[config.mk]
export PLATFORM = sky130hd
export DESIGN_NAME = amon_evtype_bank
export DESIGN_NICKNAME = d
export VERILOG_FILES = /design/src/rtl/amon_evtype_pkg.sv /design/src/rtl/amon_evtype_decode.sv /design/src/rtl/amon_evtype_perm.sv /design/src/rtl/amon_evtype_store.sv /design/src/rtl/amon_evtype_bank.sv
export SDC_FILE = /design/constraint.sdc
export NUM_CORES = 1
export LEC_CHECK = 0
export CORE_ASPECT_RATIO = 0.5
export CORE_MARGIN = 4
export CORE_UTILIZATION = 50
export CTS_CLUSTER_DIAMETER = 150
export CTS_CLUSTER_SIZE = 8
export DETAILED_ROUTE_END_ITERATION = 8
export GPL_TIMING_DRIVEN = 0
export PLACE_DENSITY_LB_ADDON = 0.25
export SLEW_MARGIN = 20
export SYNTH_ARGS = -nofsm -noshare
export SYNTH_HDL_FRONTEND = slang
export SYNTH_HIERARCHICAL = 1
export SYNTH_SLANG_ARGS = --single-unit
[constraint.sdc]
create_clock -name clk -period 11.1 [get_ports clk]
set_clock_uncertainty 0.05 [all_clocks]
set_input_delay 1.11 -clock clk [delete_from_list [all_inputs] [get_ports clk]]
set_output_delay 1.11 -clock clk [all_outputs]
set_load 0.01 [all_outputs]
[src/rtl/amon_evtype_pkg.sv]
package amon_evtype_pkg;

    localparam int MAX_IDX = 16;
    localparam int IDX_W   = $clog2(MAX_IDX);
    localparam int REG_W   = 64;
    localparam int EVT_W   = 16;
    localparam int EC_W    = 6;
    localparam int LVL_W   = 2;

    localparam logic [EC_W-1:0] EC_SYSREG = 6'h18;

    // encoding window owned by the bank
    localparam logic [1:0] WIN_OP0 = 2'b11;
    localparam logic [2:0] WIN_OP1 = 3'b011;
    localparam logic [3:0] WIN_CRN = 4'b1101;
    localparam logic [2:0] WIN_CRM = 3'b111;

    typedef enum logic [1:0] {
        OUT_READ  = 2'd0,
        OUT_WRITE = 2'd1,
        OUT_UNDEF = 2'd2,
        OUT_TRAP  = 2'd3
    } outcome_e;

    typedef enum logic [LVL_W-1:0] {
        LVL0 = 2'd0,
        LVL1 = 2'd1,
        LVL2 = 2'd2,
        LVL3 = 2'd3
    } level_e;

    typedef struct packed {
        logic el2_present;
        logic el3_present;
        logic el2_en;
        logic host_route;
        logic el0_host;
        logic user_en;
        logic el2_trap_all;
        logic el3_trap_all;
        logic fgt_impl;
        logic el3_fgt_allow;
        logic el3_undef_prio;
        logic el3_undef;
    } ctl_t;

    typedef struct packed {
        outcome_e   kind;
        level_e     trap_el;
    } verdict_t;

    function automatic logic in_window(input logic [1:0] op0, input logic [2:0] op1,
                                       input logic [3:0] crn, input logic [3:0] crm);
        return (op0 == WIN_OP0) && (op1 == WIN_OP1) && (crn == WIN_CRN) &&
               (crm[3:1] == WIN_CRM);
    endfunction

    function automatic logic [IDX_W-1:0] index_of(input logic [3:0] crm, input logic [2:0] op2);
        return {crm[0], op2};
    endfunction

    function automatic level_e top_level(input logic el2p, input logic el3p);
        if (el3p)      return LVL3;
        else if (el2p) return LVL2;
        else           return LVL1;
    endfunction

    function automatic verdict_t make_trap(input level_e lvl);
        verdict_t v;
        v.kind    = OUT_TRAP;
        v.trap_el = lvl;
        return v;
    endfunction

    function automatic verdict_t make_plain(input outcome_e k);
        verdict_t v;
        v.kind    = k;
        v.trap_el = LVL0;
        return v;
    endfunction

endpackage

[src/rtl/amon_evtype_decode.sv]
module amon_evtype_decode
    import amon_evtype_pkg::*;
#(
    parameter int                 NUM_CTR   = 12,
    parameter logic [MAX_IDX-1:0] IMPL_MASK = 16'hFF7F
) (
    input  logic [1:0]       op0,
    input  logic [2:0]       op1,
    input  logic [3:0]       crn,
    input  logic [3:0]       crm,
    input  logic [2:0]       op2,
    output logic             hit,
    output logic [IDX_W-1:0] idx,
    output logic             idx_ok
);

    logic [MAX_IDX-1:0] usable;

    // one usable bit per slot: below the configured count and implemented
    for (genvar i = 0; i < MAX_IDX; i++) begin : g_use
        if (i < NUM_CTR) begin : g_in
            assign usable[i] = IMPL_MASK[i];
        end else begin : g_out
            assign usable[i] = 1'b0;
        end
    end

    always_comb begin
        hit    = in_window(op0, op1, crn, crm);
        idx    = index_of(crm, op2);
        idx_ok = usable[idx];
    end

endmodule

[src/rtl/amon_evtype_perm.sv]
module amon_evtype_perm
    import amon_evtype_pkg::*;
(
    input  logic             is_wr,
    input  level_e           cur_lvl,
    input  logic             idx_ok,
    input  logic             fixed_bit,
    input  logic             fgt_bit,
    input  ctl_t             ctl,
    output verdict_t         verdict
);

    logic   el3_gate;
    logic   el3_first;
    logic   el2_gate;
    logic   fgt_any;
    logic   fgt_el0;
    level_e user_tgt;
    level_e high_lvl;

    always_comb begin
        el3_gate  = ctl.el3_present && ctl.el3_trap_all;
        el3_first = el3_gate && ctl.el3_undef_prio;
        el2_gate  = ctl.el2_en && ctl.el2_trap_all;
        fgt_any   = ctl.el2_en && ctl.fgt_impl &&
                    (!ctl.el3_present || ctl.el3_fgt_allow) && fgt_bit;
        fgt_el0   = fgt_any && !ctl.el0_host;
        user_tgt  = (ctl.el2_en && ctl.host_route) ? LVL2 : LVL1;
        high_lvl  = top_level(ctl.el2_present, ctl.el3_present);
    end

    function automatic verdict_t el3_tail();
        if (el3_gate) begin
            if (ctl.el3_undef) return make_plain(OUT_UNDEF);
            else               return make_trap(LVL3);
        end
        return make_plain(OUT_READ);
    endfunction

    always_comb begin
        verdict = make_plain(OUT_UNDEF);
        if (!idx_ok) begin
            verdict = make_plain(OUT_UNDEF);
        end else if (is_wr) begin
            if ((cur_lvl == high_lvl) && !fixed_bit) verdict = make_plain(OUT_WRITE);
            else                                     verdict = make_plain(OUT_UNDEF);
        end else begin
            unique case (cur_lvl)
                LVL3: verdict = make_plain(OUT_READ);
                LVL2: begin
                    if (el3_first) verdict = make_plain(OUT_UNDEF);
                    else           verdict = el3_tail();
                end
                LVL1: begin
                    if (el3_first)    verdict = make_plain(OUT_UNDEF);
                    else if (el2_gate) verdict = make_trap(LVL2);
                    else if (fgt_any)  verdict = make_trap(LVL2);
                    else               verdict = el3_tail();
                end
                default: begin
                    if (el3_first)          verdict = make_plain(OUT_UNDEF);
                    else if (!ctl.user_en)  verdict = make_trap(user_tgt);
                    else if (el2_gate)      verdict = make_trap(LVL2);
                    else if (fgt_el0)       verdict = make_trap(LVL2);
                    else                    verdict = el3_tail();
                end
            endcase
        end
    end

endmodule

[src/rtl/amon_evtype_store.sv]
module amon_evtype_store
    import amon_evtype_pkg::*;
#(
    parameter int                       NUM_CTR    = 12,
    parameter logic [MAX_IDX-1:0]       IMPL_MASK  = 16'hFF7F,
    parameter logic [MAX_IDX-1:0]       FIXED_MASK = 16'h0004,
    parameter logic [MAX_IDX*EVT_W-1:0] FIXED_EVT  = 256'h0123 << 32
) (
    input  logic               clk,
    input  logic               rst,
    input  logic               wr_req,
    input  logic [IDX_W-1:0]   idx,
    input  logic [EVT_W-1:0]   wr_evt,
    input  logic [MAX_IDX-1:0] ctr_enable,
    output logic [EVT_W-1:0]   rd_evt,
    output logic               wr_blocked
);

    logic [MAX_IDX*EVT_W-1:0] slots;
    logic                     commit;

    assign wr_blocked = wr_req && ctr_enable[idx];
    assign commit     = wr_req && !ctr_enable[idx];

    for (genvar i = 0; i < MAX_IDX; i++) begin : g_slot
        if (FIXED_MASK[i]) begin : g_fixed
            assign slots[i*EVT_W +: EVT_W] = FIXED_EVT[i*EVT_W +: EVT_W];
        end else if (IMPL_MASK[i] && (i < NUM_CTR)) begin : g_reg
            logic [EVT_W-1:0] evt_q;
            always_ff @(posedge clk) begin
                if (rst)
                    evt_q <= '0;
                else if (commit && (idx == IDX_W'(i)))
                    evt_q <= wr_evt;
            end
            assign slots[i*EVT_W +: EVT_W] = evt_q;
        end else begin : g_absent
            assign slots[i*EVT_W +: EVT_W] = '0;
        end
    end

    assign rd_evt = slots[idx*EVT_W +: EVT_W];

endmodule

[src/rtl/amon_evtype_bank.sv]
module amon_evtype_bank
    import amon_evtype_pkg::*;
#(
    parameter int                       NUM_CTR    = 12,
    parameter logic [MAX_IDX-1:0]       IMPL_MASK  = 16'hFF7F,
    parameter logic [MAX_IDX-1:0]       FIXED_MASK = 16'h0004,
    parameter logic [MAX_IDX*EVT_W-1:0] FIXED_EVT  = 256'h0123 << 32
) (
    input  logic               clk,
    input  logic               rst,
    input  logic               acc_vld,
    input  logic               acc_wr,
    input  logic [1:0]         acc_op0,
    input  logic [2:0]         acc_op1,
    input  logic [3:0]         acc_crn,
    input  logic [3:0]         acc_crm,
    input  logic [2:0]         acc_op2,
    input  logic [63:0]        acc_wdata,
    input  logic [1:0]         cur_el,
    input  logic               el2_present,
    input  logic               el3_present,
    input  logic               el2_enabled,
    input  logic               host_route,
    input  logic               el0_host,
    input  logic               user_access_en,
    input  logic               el2_trap_all,
    input  logic               el3_trap_all,
    input  logic               fgt_present,
    input  logic               el3_fgt_allow,
    input  logic [15:0]        fgt_trap_vec,
    input  logic               el3_undef_prio,
    input  logic               el3_undef,
    input  logic [15:0]        ctr_enable,
    output logic               rsp_vld,
    output logic [1:0]         rsp_kind,
    output logic [63:0]        rsp_rdata,
    output logic [1:0]         rsp_trap_el,
    output logic [5:0]         rsp_ec,
    output logic               enabled_wr_warn
);

    logic             hit;
    logic [IDX_W-1:0] idx;
    logic             idx_ok;
    ctl_t             ctl;
    verdict_t         verdict;
    logic [EVT_W-1:0] rd_evt;
    logic             wr_req;
    logic             wr_blocked;
    logic             claim;

    always_comb begin
        ctl.el2_present    = el2_present;
        ctl.el3_present    = el3_present;
        ctl.el2_en         = el2_enabled;
        ctl.host_route     = host_route;
        ctl.el0_host       = el0_host;
        ctl.user_en        = user_access_en;
        ctl.el2_trap_all   = el2_trap_all;
        ctl.el3_trap_all   = el3_trap_all;
        ctl.fgt_impl       = fgt_present;
        ctl.el3_fgt_allow  = el3_fgt_allow;
        ctl.el3_undef_prio = el3_undef_prio;
        ctl.el3_undef      = el3_undef;
    end

    amon_evtype_decode #(
        .NUM_CTR   (NUM_CTR),
        .IMPL_MASK (IMPL_MASK)
    ) u_decode (
        .op0    (acc_op0),
        .op1    (acc_op1),
        .crn    (acc_crn),
        .crm    (acc_crm),
        .op2    (acc_op2),
        .hit    (hit),
        .idx    (idx),
        .idx_ok (idx_ok)
    );

    amon_evtype_perm u_perm (
        .is_wr     (acc_wr),
        .cur_lvl   (level_e'(cur_el)),
        .idx_ok    (idx_ok),
        .fixed_bit (FIXED_MASK[idx]),
        .fgt_bit   (fgt_trap_vec[idx]),
        .ctl       (ctl),
        .verdict   (verdict)
    );

    assign claim  = acc_vld && hit;
    assign wr_req = claim && acc_wr && (verdict.kind == OUT_WRITE);

    amon_evtype_store #(
        .NUM_CTR    (NUM_CTR),
        .IMPL_MASK  (IMPL_MASK),
        .FIXED_MASK (FIXED_MASK),
        .FIXED_EVT  (FIXED_EVT)
    ) u_store (
        .clk        (clk),
        .rst        (rst),
        .wr_req     (wr_req),
        .idx        (idx),
        .wr_evt     (acc_wdata[EVT_W-1:0]),
        .ctr_enable (ctr_enable),
        .rd_evt     (rd_evt),
        .wr_blocked (wr_blocked)
    );

    always_ff @(posedge clk) begin
        if (rst) begin
            rsp_vld         <= 1'b0;
            rsp_kind        <= OUT_READ;
            rsp_rdata       <= '0;
            rsp_trap_el     <= LVL0;
            rsp_ec          <= '0;
            enabled_wr_warn <= 1'b0;
        end else begin
            rsp_vld     <= claim;
            rsp_kind    <= verdict.kind;
            rsp_trap_el <= verdict.trap_el;
            rsp_ec      <= (verdict.kind == OUT_TRAP) ? EC_SYSREG : '0;
            rsp_rdata   <= (verdict.kind == OUT_READ) ?
                           {{(REG_W-EVT_W){1'b0}}, rd_evt} : '0;
            if (wr_blocked)
                enabled_wr_warn <= 1'b1;
        end
    end

endmodule

After elaboration in Yosys (flattened, before gate mapping). Memory sizes are Yosys's and may differ from the RTL's. Index checks and enable logic that the tools add are counted. Widths: inputs -> output; s select.

Shifts and indexed selects: 1. Order comparisons: 1. Reduce and logical (&&, ||, !) cells: 37. Bitwise operators: 2. Equality and inequality tests: 19. Muxes and demuxes: 45.

Operators with widths (number): $shiftx 256x9->16 (1); $mux 4 (15); $logic_and 1x1->1 (27); $mux 1 (22); $eq 4x4->1 const B (5); $eq 4x3->1 const B (3); $pmux 4 s3 (1); $bmux 1 s4 (2); $eq 2x2->1 const B (4); $mux 2 (3); $lt 4x5->1 const B (1); $mux 5 (1); $eq 2x1->1 const B (2); $eq 4x1->1 const B (1); $eq 4x2->1 const B (1); $logic_not 1->1 (4); $logic_not 4->1 (1); $reduce_or 2->1 (2); $eq 3x2->1 const B (1); $eq 3x3->1 const B (1); $mux 3 (1); $reduce_or 3->1 (1); $eq 2x2->1 (1); $logic_not 2->1 (1); other kinds (2) (3).

Register bits: 236. Logic and storage cells: 124. Input port bits: 130. Output and inout bits: 76. Memories: 2. Bits in read-only memories: 32.

Memories: (no name shown) (depth 16, bits a word 1, rd ports 1, clocked after memory_dff 0, write ports 0, RTL line amon_evtype_decode.sv:31) `idx_ok = usable[idx];`; (no name shown) (depth 16, bits a word 1, rd ports 1, clocked after memory_dff 0, write ports 0, RTL line amon_evtype_bank.sv:85) `.fixed_bit (FIXED_MASK[idx]),`.

Longest topological paths before layout. Gate-level depths: netlist of run 1.

Word-level depth: 24. Depth in mapped cells: 18. Depth with buffers taken out: 14.

Hierarchy. Netlist of run 1, hierarchy kept.

By module, submodules not included: amon_evtype_store (cells an instance 744, area an instance 7263.2 um^2, instances 1, sequential area each 3203.1 um^2); amon_evtype_bank (cells an instance 115, area an instance 1186.1 um^2, instances 1, sequential area each 460.4 um^2); amon_evtype_perm (cells an instance 41, area an instance 306.5 um^2, instances 1, sequential area each 0.0 um^2); amon_evtype_decode (cells an instance 10, area an instance 75.1 um^2, instances 1, sequential area each 0.0 um^2).

Worst setup path after synthesis of run 1. No wires, ideal clock.

Path kind: input port to flip-flop. From: in acc_op2[0]. To: reg u_store.g_slot[1].g_reg.evt_q[10]. Arrival time: 4.269 ns. Path slack: 6.654 ns. Required time: 10.922 ns. Buffers on the path: 4. Setup time: 0.128 ns. Stages on the path: 18. Cells stage by stage: buf_4 buf_6 mux4_1 mux2i_1 mux2i_1 nand2_2 o21bai_4 a22oi_2 o21a_1 a221oi_2 nand2_1 nor3_1 nand2b_1 or4_1 buf_2 buf_2 mux2i_1 nor2_1.

RTL lines: start, declared (RTL line amon_evtype_bank.sv:17) `input logic [2:0] acc_op2,`; end signal, assigned (RTL line amon_evtype_store.sv:34) `evt_q <= wr_evt;`; end, declared (RTL line amon_evtype_store.sv:29) `logic [EVT_W-1:0] evt_q;`.

==> metrics.txt, run 1 <==
outcome finished, final reports clean; critical path peak fanout 10; RR Startpoint u_store/g_slot[3].g_reg.evt_q[10]; most frequent cells after synthesis dfxtp_1, mux2i_1, nor2_1; Int Pwr 0.00105 W; syn_area_per_cell 9.70 µm²; Yosys warnings 6; Cells after Synth 910; FF-to-FF End rsp_rdata[10]; CTS tree yes; Ant. Diodes 0; Final Hold Fails 0; Final nets 1199; buffers added on ports 89; Hold Path Class register to register; clock-pin slew on the worst setup and hold paths approximately 0.08 ns; DR iter-0 viols a little under 700; CP endpoint u_store/g_slot[9].g_reg.evt_q[7]; asr flop ratio synth 0; max-slew violations 0; Critical Path Max Stage Delay roughly 0.7 ns; FF-to-FF path depth 4; Gate power share 0.102; worst rel slew slack 0.378; critical path capture point type register; clk_lat worst skew 0.43 ns; Via density 5.44; CTS resizes 0; # clock sinks 183; Post-CTS Hold Buffers 0; Worst setup SP type input pin; final routed DRC violation total 0; Total GRT Usage 0.243; initial antenna violation count 0; Max Buffers Root-to-Sink 2; ys flop type dfxtp_1; Initial Util 0.509; R2R setup slack between 9 and 10 ns; Max-Cap Viols 0; Site Rows 34; critical path class input pin to register; worst setup path startpoint acc_op2[0]; post-route ant nets 0; RSZ-0062 raised after global routing false; CP Cell Sequence clkdlybuf4s50_1 -> buf_4 -> buf_6 -> mux4_1 -> mux2i_1 -> mux2i_1 -> nand2_2 -> o21bai_4 -> a21boi_1 -> o221ai_1 -> a21o_1 -> nor3_1 -> nand3b_1 -> nor3_1 -> clkbuf_1 -> nand2_1 -> a21oi_1; Least-Margin Pin Slew just over 0.9 ns; first-pass GRT wire length 37.9 mm; Worst EP arrival roughly 5.8 ns; IR drop worst, VDD roughly 0.00011 V; Worst Path Required ~11 ns; layout cells sized above 1 0.140; gpl congestion about 0.83; drt wl/cell about 19 µm; synth top area cells dfxtp_1, mux2i_1, nor2_1; fin crit period ~5.5 ns; crit share post-route 0.494; library cells used by synthesis 55; Slowest cell on crit path nor3_1; pin count of the biggest net entering global routing 19; vias post-DR 7163; Synth Cell Area between 0.008 and 0.009 mm²; TritonRoute pass-1 iters 6; setup TNS 0 ns; die area about 0.02 mm²; Synth area leader dfxtp_1; H-Tree Depth 4; vias in the first global route approximately 6.9k; Die Y-Extent approximately 100 µm; most common cell in the netlist dfxtp_1; fmax 182 MHz; pwr/cell area about 130 mW/mm²; Die W 196 µm; proportion of power drawn by the clock network 0.432; WHS between 0.4 and 0.5 ns; DRT Wirelength between 20 and 25 mm; # Post-CTS Setup Buffers 0; total CTS buffers 17; grt total ovfl 0; post-DP HPWL approximately 18 mm; Sw Share 0.259; io pins between 200 and 250; Post-synth EDFFs 0; Psw between 0.0003 and 0.0004 W; final setup vio count 0; Synth Register Bits 183; part of the Yosys area used for sequential elements 0.415; leakage power between 4 and 5 nW; clk root buf clkbuf_16; Reg power frac 0.466; area share of the largest cell type after synthesis 0.415; CORE AREA 0.0174 mm²; area delta synth->final 22.3%
## flip-flops by register name (all words and copies together) (netlist names)
| signal | flops |
|---|---|
| u_store/g_slot.g_reg.evt_q | 160 |
| rsp_rdata | 16 |
| rsp_kind | 2 |
| rsp_trap_el | 2 |
| enabled_wr_warn | 1 |
| rsp_ec | 1 |
| rsp_vld | 1 |
## power by group through the flow
stage	registers [W]	logic [W]	clock network, W
after global placement	0.000673	0.000138	0
final	0.000658	0.000144	0.000610
after floorplan	0.000674	0.0000827	0
after CTS	0.000658	0.000141	0.000614
after global routing	0.000658	0.000153	0.000641
after detailed placement	0.000673	0.000140	0
## worst min path at each step
| stage | from | endpoint | slack [ns] | depth (start not counted) |
|---|---|---|---|---|
| detailed placement | u_store/g_slot[9].g_reg.evt_q[5] | u_store/g_slot[9].g_reg.evt_q[5] | 0.40 | 2 |
| global route | u_store/g_slot[9].g_reg.evt_q[8] | u_store/g_slot[9].g_reg.evt_q[8] | 0.42 | 2 |
| floorplan | u_store/g_slot[9].g_reg.evt_q[0] | u_store/g_slot[9].g_reg.evt_q[0] | 0.38 | 2 |
| global placement | u_store/g_slot[9].g_reg.evt_q[9] | u_store/g_slot[9].g_reg.evt_q[9] | 0.39 | 2 |
| finish | u_store/g_slot[9].g_reg.evt_q[6] | u_store/g_slot[9].g_reg.evt_q[6] | 0.41 | 2 |
| CTS | u_store/g_slot[9].g_reg.evt_q[5] | u_store/g_slot[9].g_reg.evt_q[5] | 0.41 | 2 |
## kinds of logic after synthesis
| group | after synthesis | synth area share |
|---|---|---|
| flops | 183 | 0.415 |
| other cells | 1 | 0.000425 |
| simple gates | 295 | 0.154 |
| mux | 205 | 0.267 |
| compound gates | 88 | 0.0724 |
| buf+inv | 138 | 0.0917 |
## worst max-delay path, delay by kind of cell
| kind | cells | cell delay, ns |
|---|---|---|
| compound gates | 5 | 0.79 |
| buf+inv | 4 | 1.32 |
| mux | 3 | 0.82 |
| simple gates | 5 | 1.75 |
## per-stage QoR
step | power (W) | utilization | instance area [µm²] | instances | setup slack (ns)
floorplan | 0.000757 | - | 9020 | 961 | 6.65
global placement | 0.000812 | 0.588 | 10200 | 1284 | 5.47
detailed placement | 0.000813 | 0.588 | 10200 | 1284 | 5.36
CTS | 0.00141 | 0.622 | 10800 | 1316 | 5.74
global route | 0.00145 | 0.622 | 10800 | 1316 | 5.35
finish | 0.00141 | 0.622 | 10800 | 1316 | 5.61
## metal layers
| layer | track usage | vias up | share of wire |
|---|---|---|---|
| met5 | 0 | - | 0.00052 |
| met4 | 0.0729 | 3 | 0.019 |
| met3 | 0.0534 | 41 | 0.092 |
| met2 | 0.400 | 354 | 0.46 |
| met1 | 0.327 | 3424 | 0.43 |
| li1 | - | 3341 | - |
## layout by cell type (no fill, tap or decap), types with 4 or more instances in the layout
| cell type | Yosys | final |
|---|---|---|
| clkbuf_1 | 48 | 48 |
| o211ai_1 | 12 | 12 |
| nor2_1 | 167 | 167 |
| a221oi_1 | 11 | 11 |
| inv_8 | 0 | 5 |
| clkbuf_16 | 0 | 17 |
| dfxtp_1 | 183 | 183 |
| mux4_2 | 18 | 18 |
| conb_1 | 1 | 52 |
| and2_1 | 17 | 17 |
| buf_6 | 5 | 5 |
| nand2b_1 | 6 | 6 |
| buf_2 | 17 | 17 |
| o32ai_1 | 11 | 11 |
| mux2_1 | 8 | 8 |
| buf_4 | 62 | 62 |
| nor3_1 | 4 | 4 |
| mux4_1 | 4 | 4 |
| nor2b_1 | 19 | 19 |
| nand3_1 | 4 | 4 |
| a21oi_1 | 34 | 34 |
| or4_1 | 5 | 5 |
| mux2i_1 | 172 | 172 |
| clkdlybuf4s50_1 | 0 | 89 |
| nand2_1 | 52 | 52 |
## area by class of cell
cell class              count  area, µm²
fillers                  1431       6560
multi-input cells         640       4550
flip-flops and latches    183       3660
repair buffers             89        891
plain buffers             135        798
clock buffers              18        439
well taps                 234        293
clock inverters            14        156
inverters                   3       11.3
(Power assumes the default switching activity.)
==> run 2: changes to the inputs <==
--- a/config.mk
+++ b/config.mk
@@ -7,7 +7,7 @@
 export LEC_CHECK = 0
 export CORE_ASPECT_RATIO = 0.5
 export CORE_MARGIN = 4
-export CORE_UTILIZATION = 50
+export CORE_UTILIZATION = 46
 export CTS_CLUSTER_DIAMETER = 150
 export CTS_CLUSTER_SIZE = 8
 export DETAILED_ROUTE_END_ITERATION = 8
==> constraint.sdc (replaced) <==
create_clock -name clk -period 4.9 [get_ports clk]
set_clock_uncertainty 0.05 [all_clocks]
set_input_delay 0.49 -clock clk [delete_from_list [all_inputs] [get_ports clk]]
set_output_delay 0.49 -clock clk [all_outputs]
set_load 0.01 [all_outputs]
==> run 2 against run 1 <==
Net effect:
- die area up 8.2%
- cell area is essentially flat
- via count down 0.99%
- cell count up 1.9%
- non-clock buffer count is the same
- setup slack worse by 5.3 ns
- wire length is 1.7% higher
- total power grew 120%
- critical path depth stayed put
- register-to-register slack got worse by 6.2 ns
- critical endpoint is now u_store/g_slot[9].g_reg.evt_q[12]
==> metrics.txt, run 2 (same netlist as run 1, synthesis figures left out) <==
vias in the first global route 6988 (was 6866); final core utilization 0.581 (was 0.622); IR drop worst, VDD 0.000275 V (was 0.000113 V); pin count of the biggest net entering global routing 19 (unchanged); # clock sinks 183 (unchanged); final routed DRC violation total 0 (unchanged); initial antenna violation count 0 (unchanged); FF-to-FF path depth 4 (unchanged); area delta synth->final 22.4% (was 22.3%); HP Start u_store/g_slot[9].g_reg.evt_q[2] (was u_store/g_slot[9].g_reg.evt_q[6]); critical path capture point type register (unchanged); crit share post-route 0.942; critical path class input pin to register (unchanged); filler instances 1618 (was 1431); placed insts 1309 (was 1284); worst rel slew slack 0.317 (was 0.378); clk root buf clkbuf_16 (unchanged); RSZ-0062 raised after global routing false (unchanged); vias post-DR 7092 (was 7163); proportion of power drawn by the clock network 0.424 (was 0.432); gpl congestion 0.904 (was 0.835); leakage power 4.92 nW (about the same); Worst Hold Path EP u_store/g_slot[9].g_reg.evt_q[2] (was u_store/g_slot[9].g_reg.evt_q[6]); H-Tree Depth 4 (unchanged); most common cell after layout, fill and taps aside dfxtp_1 (unchanged); CORE AREA 0.0186 mm² (was 0.0174 mm²); setup TNS 0 ns (unchanged); Via density 5.29 (was 5.44); CTS tree yes (unchanged); pwr/cell area 292 mW/mm² (was 131 mW/mm²); die area 0.0216 mm² (was 0.0200 mm²); Max-Cap Viols 0 (unchanged); Sw Share 0.264 (was 0.259); Final Non-Filler Cells 1341 (was 1316); R2R setup slack 3.43 ns (was 9.60 ns); Die W 204 µm (was 196 µm); Int Pwr 0.00232 W (was 0.00105 W); drt wl/cell 18.8 µm (was 18.9 µm); Worst Path Required 5.20 ns (was 11.41 ns); critical path peak fanout 10 (unchanged); # Post-CTS Setup Buffers 0 (unchanged); total CTS buffers 17 (unchanged); post-route ant nets 0 (unchanged); DRT Wirelength 25.3 mm (was 24.8 mm); Final nets 1199 (unchanged); max reg flops 160 (unchanged); Site Rows 35 (was 34); commonest cells after routing, fill and taps aside dfxtp_1, mux2i_1, nor2_1 (unchanged); Final Hold Fails 0 (unchanged); power consumption 0.00315 W (was 0.00141 W); Psw 0.000832 W (was 0.000365 W); layout cells sized above 1 0.140 (about the same); Initial Util 0.474 (was 0.509); first-pass GRT wire length 38.5 mm (was 37.9 mm); Least-Margin Pin Slew 1.02 ns (was 0.933 ns); Total GRT Usage 0.228 (was 0.243); fmax roughly 220 MHz; Hold Path Class register to register (unchanged); Max Buffers Root-to-Sink 2 (unchanged); Biggest register u_store/g_slot.g_reg.evt_q (unchanged); Die Y-Extent 106 µm (was 102 µm); Reg power frac 0.473 (was 0.466); FF-to-FF End rsp_rdata[10] (unchanged); Gate power share 0.104 (was 0.102); WHS Path Cells 2 (unchanged); clk_lat worst skew 0.43 ns (about the same); Ant. Diodes 0 (unchanged); max-slew violations 0 (unchanged); Worst EP arrival 4.92 ns (was 5.79 ns); post-DP HPWL 18.7 mm (was 18.1 mm); clock-pin slew on the worst setup and hold paths 0.07 ns (was 0.08 ns); grt total ovfl 0 (unchanged); buffers added on ports 89 (unchanged); Post-CTS Hold Buffers 0 (unchanged); Worst setup SP type input pin (unchanged); io pins 206 (unchanged); top flop regs u_store/g_slot.g_reg.evt_q: 160 flops, rsp_rdata: 16 flops (unchanged); fin crit period between 4 and 5 ns; final setup vio count 0 (unchanged); outcome finished, final reports clean (unchanged); RR Startpoint u_store/g_slot[3].g_reg.evt_q[10] (unchanged); DR iter-0 viols 629 (was 696); TritonRoute pass-1 iters 5 (was 6)
[run 2: changes by cell type in the layout (fill, tap and decap cells not counted), sizes merged]
| cell | previous run | this run |
|---|---|---|
| clkinvlp | 3 | 0 |
| inv | 10 | 13 |
| bufinv | 1 | 0 |
| clkinv | 3 | 4 |
[run 2: power groups by stage]
| stage | combinational [W] | clock (W) | sequential (W) |
|---|---|---|---|
| 3_3_place_gp | 0.000315 | 0 | 0.00153 |
| 4_1_cts | 0.000320 | 0.00136 | 0.00149 |
| 5_1_grt | 0.000347 | 0.00142 | 0.00149 |
| 6_report | 0.000326 | 0.00134 | 0.00149 |
| 3_5_place_dp | 0.000317 | 0 | 0.00153 |
| 2_1_floorplan | 0.000187 | 0 | 0.00153 |
[run 2: worst max-delay path by stage]
| stage | end | cells after the start | start |
|---|---|---|---|
| after floorplan | u_store/g_slot[1].g_reg.evt_q[10] | 18 | acc_op2[0] |
| after global placement | u_store/g_slot[9].g_reg.evt_q[10] | 17 | acc_op2[0] |
| after detailed placement | u_store/g_slot[9].g_reg.evt_q[12] | 17 | acc_op2[0] |
| after CTS | u_store/g_slot[9].g_reg.evt_q[12] | 17 | acc_op2[0] |
| after global routing | u_store/g_slot[9].g_reg.evt_q[12] | 17 | acc_op2[0] |
| final | u_store/g_slot[9].g_reg.evt_q[12] | 17 | acc_op2[0] |
[run 2: stage by stage]
stage / hold WS, ns / area, µm² / setup WS, ns
4_1_cts: 0.407 / 10800 / 0.117
2_1_floorplan: 0.383 / 9020 / 1.07
3_5_place_dp: 0.397 / 10200 / -0.277
6_report: 0.406 / 10800 / 0.286
3_3_place_gp: 0.390 / 10200 / -0.213
5_1_grt: 0.430 / 10800 / 0.0704
[run 2: what timing repair did]
item | in CTS | in global routing
hold endpoints to repair | 0 | 0
setup endpoints to repair | 0 | 10
resized for setup | 0 | 1
[run 2: worst max-delay path, stage by stage]
cell,delay (ns)
clkdlybuf4s50_1,0.52
buf_4,0.17
buf_6,0.13
mux4_1,0.55
mux2i_1,0.15
mux2i_1,0.10
nand2_2,0.13
o21bai_4,0.10
a21boi_1,0.16
o221ai_1,0.15
a21o_1,0.24
nor3_1,0.51
nand3b_1,0.31
nor3_2,0.47
clkbuf_1,0.47
nand2_1,0.13
a21oi_1,0.15
[run 2: cell type report]
cell class,count,area [µm²],area share
Multi-Input combinational cell,640,4550,0.421
Buffer,135,798,0.0739
Timing Repair Buffer,89,891,0.0824
Clock inverter,14,128,0.0118
Inverter,3,11.3,0.00104
Clock buffer,18,439,0.0406
Tap cell,259,324,0.0300
Sequential cell,183,3660,0.339
[run 2: per-layer routing]
layer	vias to the layer above	part of all wire	GRT usage
met5	-	0	0
met4	0	0.0071	0.0401
met3	21	0.069	0.0509
met2	262	0.47	0.386
met1	3459	0.46	0.305
li1	3350	-	-
